`src/rtl/sio_tx.sv`:
```
module sio_tx #(
  parameter int DIVW = 8
) (
  input  logic            clk,
  input  logic            rst_n,
  input  logic            wr_en,
  input  logic [7:0]      wr_data,
  input  logic            clr_flag,
  input  logic            clk_out_mode,
  input  logic            edge_fall,
  input  logic [DIVW-1:0] div_half,
  input  logic            sclk_in,
  output logic            sclk_out,
  output logic            sclk_oe,
  output logic            txd,
  output logic            busy,
  output logic            done_flag,
  output logic            wr_err,
  output logic            irq
);
  localparam logic [DIVW-1:0] ONE = DIVW'(1);

  logic [7:0]      sh;
  logic [2:0]      bcnt;
  logic [DIVW-1:0] hcnt;
  logic            sclk_r;
  logic [1:0]      sync;
  logic            sync_d;

  wire             idle_lvl = ~edge_fall;
  wire [DIVW-1:0]  div_eff  = (div_half == '0) ? ONE : div_half;
  wire             hc_end   = (hcnt == div_eff - ONE);
  wire             int_act  = clk_out_mode & busy & hc_end & (sclk_r != idle_lvl);
  wire             ext_rise = sync[1] & ~sync_d;
  wire             ext_fall = ~sync[1] & sync_d;
  wire             ext_act  = ~clk_out_mode & busy & (edge_fall ? ext_fall : ext_rise);
  wire             act      = int_act | ext_act;
  wire             start    = wr_en & ~busy;

  assign sclk_out = busy ? sclk_r : idle_lvl;
  assign sclk_oe  = clk_out_mode;

  always_ff @(posedge clk or negedge rst_n) begin
    if (!rst_n) begin
      sync   <= 2'b00;
      sync_d <= 1'b0;
    end else begin
      sync   <= {sync[0], sclk_in};
      sync_d <= sync[1];
    end
  end

  always_ff @(posedge clk or negedge rst_n) begin
    if (!rst_n) begin
      sh        <= '0;
      bcnt      <= '0;
      hcnt      <= '0;
      sclk_r    <= 1'b1;
      busy      <= 1'b0;
      txd       <= 1'b1;
      done_flag <= 1'b0;
      wr_err    <= 1'b0;
      irq       <= 1'b0;
    end else begin
      irq <= 1'b0;
      if (clr_flag) begin
        done_flag <= 1'b0;
        wr_err    <= 1'b0;
      end
      if (wr_en && busy) wr_err <= 1'b1;
      if (start) begin
        sh        <= wr_data;
        txd       <= wr_data[0];
        bcnt      <= '0;
        hcnt      <= '0;
        sclk_r    <= idle_lvl;
        busy      <= 1'b1;
        done_flag <= 1'b0;
      end else if (busy) begin
        if (clk_out_mode) begin
          if (hc_end) begin
            hcnt   <= '0;
            sclk_r <= ~sclk_r;
          end else begin
            hcnt <= hcnt + ONE;
          end
        end
        if (act) begin
          if (bcnt == 3'd7) begin
            busy      <= 1'b0;
            done_flag <= 1'b1;
            irq       <= 1'b1;
          end else begin
            bcnt <= bcnt + 3'd1;
            sh   <= sh >> 1;
            txd  <= sh[1];
          end
        end
      end
    end
  end

  p_err_on_busy_write_r7: assert property (@(posedge clk) disable iff (!rst_n)
    (wr_en && busy) |=> wr_err);
  p_irq_single_r5: assert property (@(posedge clk) disable iff (!rst_n)
    irq |=> !irq);
  p_irq_sets_done_r5: assert property (@(posedge clk) disable iff (!rst_n)
    irq |-> done_flag);
  p_end_with_irq_r5: assert property (@(posedge clk) disable iff (!rst_n)
    $fell(busy) |-> irq);
  p_txd_moves_on_edge_r3: assert property (@(posedge clk) disable iff (!rst_n)
    (busy && !act) |=> $stable(txd));
  p_idle_hold_r8: assert property (@(posedge clk) disable iff (!rst_n)
    (!busy && !wr_en) |=> $stable(txd));
endmodule

```
`config.mk`:
```
export PLATFORM = sky130hd
export DESIGN_NAME = sio_tx
export DESIGN_NICKNAME = d
export VERILOG_FILES = /design/src/rtl/sio_tx.sv
export SDC_FILE = /design/constraint.sdc
export NUM_CORES = 1
export LEC_CHECK = 0
export ABC_AREA = 0
export BUFFER_PORTS_ARGS = -buffer_cell sky130_fd_sc_hd__buf_2
export CORE_MARGIN = 1
export CORE_UTILIZATION = 51
export DETAILED_ROUTE_END_ITERATION = 8
export PLACE_DENSITY = 0.74
export RECOVER_POWER = 50
export SLEW_MARGIN = 25
export SYNTH_ARGS = -nofsm -noshare
export SYNTH_HDL_FRONTEND = slang
export SYNTH_SLANG_ARGS = --single-unit
```
`constraint.sdc`:
```
create_clock -name clk -period 2.9 [get_ports clk]
set_input_delay 0.435 -clock clk [delete_from_list [all_inputs] [get_ports clk]]
set_output_delay 0.435 -clock clk [all_outputs]
set_load 0.02 [all_outputs]
```
==> reports/summary.txt <==
Outcome: complete, but fails checks
Violated checks: setup timing
Pre-Repair DR Iteration Count: 4
Post-synth ARST share: 100%
Commonest cells post-synth: dfrtp_1 (25), nand3_1 (20), o211ai_1 (16)
Slew Viols, Final: 0
Site row count: 20
Yosys Warn Count: 0
Worst Hold Endpoint: sync[0]$_DFF_PN0_
Final Skew: 16.6 ps
Worst hold path type: in -> reg
Vias per cell: 6.19
DR WL/cell: 16.4 um
Root buffer cell: clkbuf_4
CTS tree: done
DP Wirelength: 3.23 mm
Fin Hold WS: 191 ps
Global route overflow: 0
Area of the multi-input gates: 0.00103 mm2
Port Buf Inserts: 29
Largest net degree at the start of global routing: 28
Most common cell in the netlist: dfrtp_1
Synth Instances: 193
Rel. slew slack: 5.01%
VDD IR-drop max: 0.000470 V
Initial drt markers: 110
Period utilization: 105%
Synth area leader: dfrtp_1
Share of cells above drive strength 1: 29.3%
Worst Setup End Kind: flip-flop
Synth Flop Type: dfrtp_1
Antenna Nets Post-Route: 0
Post-CTS Setup Bufs: 0
Die Wd: 60.7 um
R2r setup slk: 310 ps
Worst slew pin tran: 1420 ps
Post-Route WL: 4.53 mm
Syn_nets: 220
PnR worst setup slack: -158 ps
Gpl congestion: 0.923
Count of cell types in the netlist: 46
Worst Path Required: 3130 ps
Antenna Cells: 0
Max Cap Viol: 0
Top cells by area, synth: dfrtp_1 (36%), o211ai_1 (6.8%), nand3_1 (5.7%)
# DRC: 0
Leak pwr: 0.965 nW
Worst-Skew Late Latency: 330 ps
Endpoints failing hold: 0
RSZ-0062 raised after global routing: true
Inserted Clock Buffers: 3
FF/Latch Area: 678 um2
Minimum clock period: 3060 ps
Crit path DAT: 3290 ps
Initial antenna violation count: 0
Maximum buffer depth of the clock tree: 2
CP Class: in -> reg
Max Freq: 327 MHz
Die Ht: 60.7 um
CTS sink count: 27
Worst hold path startpoint: sclk_in
Die area: 0.00369 mm2
Final setup fails: 20
Reg clk slew, reported paths: 160 ps
Initial Util: 55.8%
Fillers: 271
First-pass GRT wire length: 7.26 mm
Layout area overhead: 22.2%
H-tree lvl count: 1
CORE AREA: 0.00315 mm2
Worst R2R Start: hcnt[3]$_DFFE_PN0P_
Share of the synthesized area in the top cell type: 35.6%
Nets: 260
Critical Path Fanout Max: 8
IO Count: 30
#FFs+latches synth: 27
EDFF count, synth: 0
Synth Cell Area: 0.00176 mm2
R2R depth: 7
PD cells: 516 mW/mm2
R2R Path End: sh[4]$_DFFE_PN0P_
Post-synthesis sequential area ratio: 38.5%
Startpoint Class: input pin
Vias in the first global route: 1,603
Hold depth: 1
Detailed-route via count: 1,708
Final core utilization: 68.2%
Total track usage: 26.5%
Average cell area after synthesis: 9.11 um2
-- worst max-delay path by stage --
stage                 from  cells after the start                   to
3_5_place_dp   div_half[1]                     12    sh[2]$_DFFE_PN0P_
3_3_place_gp   div_half[1]                     12    sh[3]$_DFFE_PN0P_
5_1_grt        div_half[1]                     12    sh[1]$_DFFE_PN0P_
6_report       div_half[1]                     12    sh[4]$_DFFE_PN0P_
4_1_cts        div_half[1]                     12    sh[2]$_DFFE_PN0P_
2_1_floorplan  div_half[1]                     11  hcnt[0]$_DFFE_PN0P_
-- registers in the layout (all words and copies together), names as in the netlist --
signal	cells
txd	1
sync	2
hcnt	8
irq	1
sync_d	1
sclk_r	1
busy	1
wr_err	1
sh	7
done_flag	1
bcnt	3
-- worst max-delay path, cell delays in order --
cell and delay [ps]:
buf_6 90, or4_4 530, nor3_2 120, nor2_1 60, ha_1 280, xor2_1 140, o221ai_1 120, or4_4 430
or4b_4 610, buf_6 170, o2111ai_1 200, nand3_1 100
-- kinds of logic (layout without fill, tap and decap cells) --
logic type      Yosys count  after routing  synth area share, %
compound gates           54             54                 22.0
xor+xnor                  7              7                 4.27
fa+ha+maj                 4              4                 2.85
buf+inv                  21             60                 6.19
flops                    27             27                 38.5
mux                       5              5                 2.92
simple gates             75             75                 23.3
-- per-stage QoR --
stage	TNS (ps)	worst slack [ps]	cells	power, mW	area (um2)
global route	-3780	-230	276	1.18	2150
finish	-2410	-158	276	1.11	2150
detailed placement	-11640	-583	271	0.925	2030
global placement	-10300	-515	271	0.901	2030
CTS	-2210	-157	275	1.10	2110
floorplan	-6020	-358	193	0.795	1770
-- cell type report --
class | count | area share, %
Tap cell | 44 | 2.56
Timing Repair Buffer | 48 | 15.0
Clock inverter | 1 | 0.349
Sequential cell | 27 | 31.5
Clock buffer | 3 | 1.05
Inverter | 8 | 1.40
Multi-Input combinational cell | 145 | 48.1
-- where the power goes --
part / internal (mW) / switching, mW
clock network: 0.0528 / 0.115
logic: 0.177 / 0.207
registers: 0.473 / 0.0856
-- cell usage in the layout, fill, tap and decap left out, types with 3 or more instances in the layout --
master     Yosys  routed
a31oi_1        7       4
inv_1          8       8
nor2_1         7       7
mux2i_1        4       4
nor2b_1        4       4
o211ai_1      16      16
ha_1           4       4
nor3_1         4       3
buf_4          1      16
nand2b_1       3       3
nand2_1       15      15
dfrtp_1       25      25
o2111ai_1      7       4
nand3_1       20      20
o2111ai_2      0       3
or4_4          1       3
buf_2          0      27
a21oi_1        8       8
or3_1          3       3
xor2_1         4       4
o21ai_1        0       3
clkbuf_4       0       3
and3_1         3       3
-- repair_timing --
| item | 4_1_cts | 5_1_grt |
|---|---|---|
| endpoints found under the setup margin | 20 | 23 |
| hold buffers | 0 | 0 |
| pin swaps | 3 | 7 |
| gates cloned | 0 | 1 |
| gates resized for setup | 7 | 4 |
-- routing by layer --
| layer | part of all wire [%] | GRT usage, % |
|---|---|---|
| met5 | 0 | 0 |
| met2 | 48 | 41.4 |
| met3 | 6.9 | 4.90 |
| met4 | 1.2 | 7.14 |
| met1 | 44 | 38.2 |
Note: power is estimated with default switching activity, not from simulation.
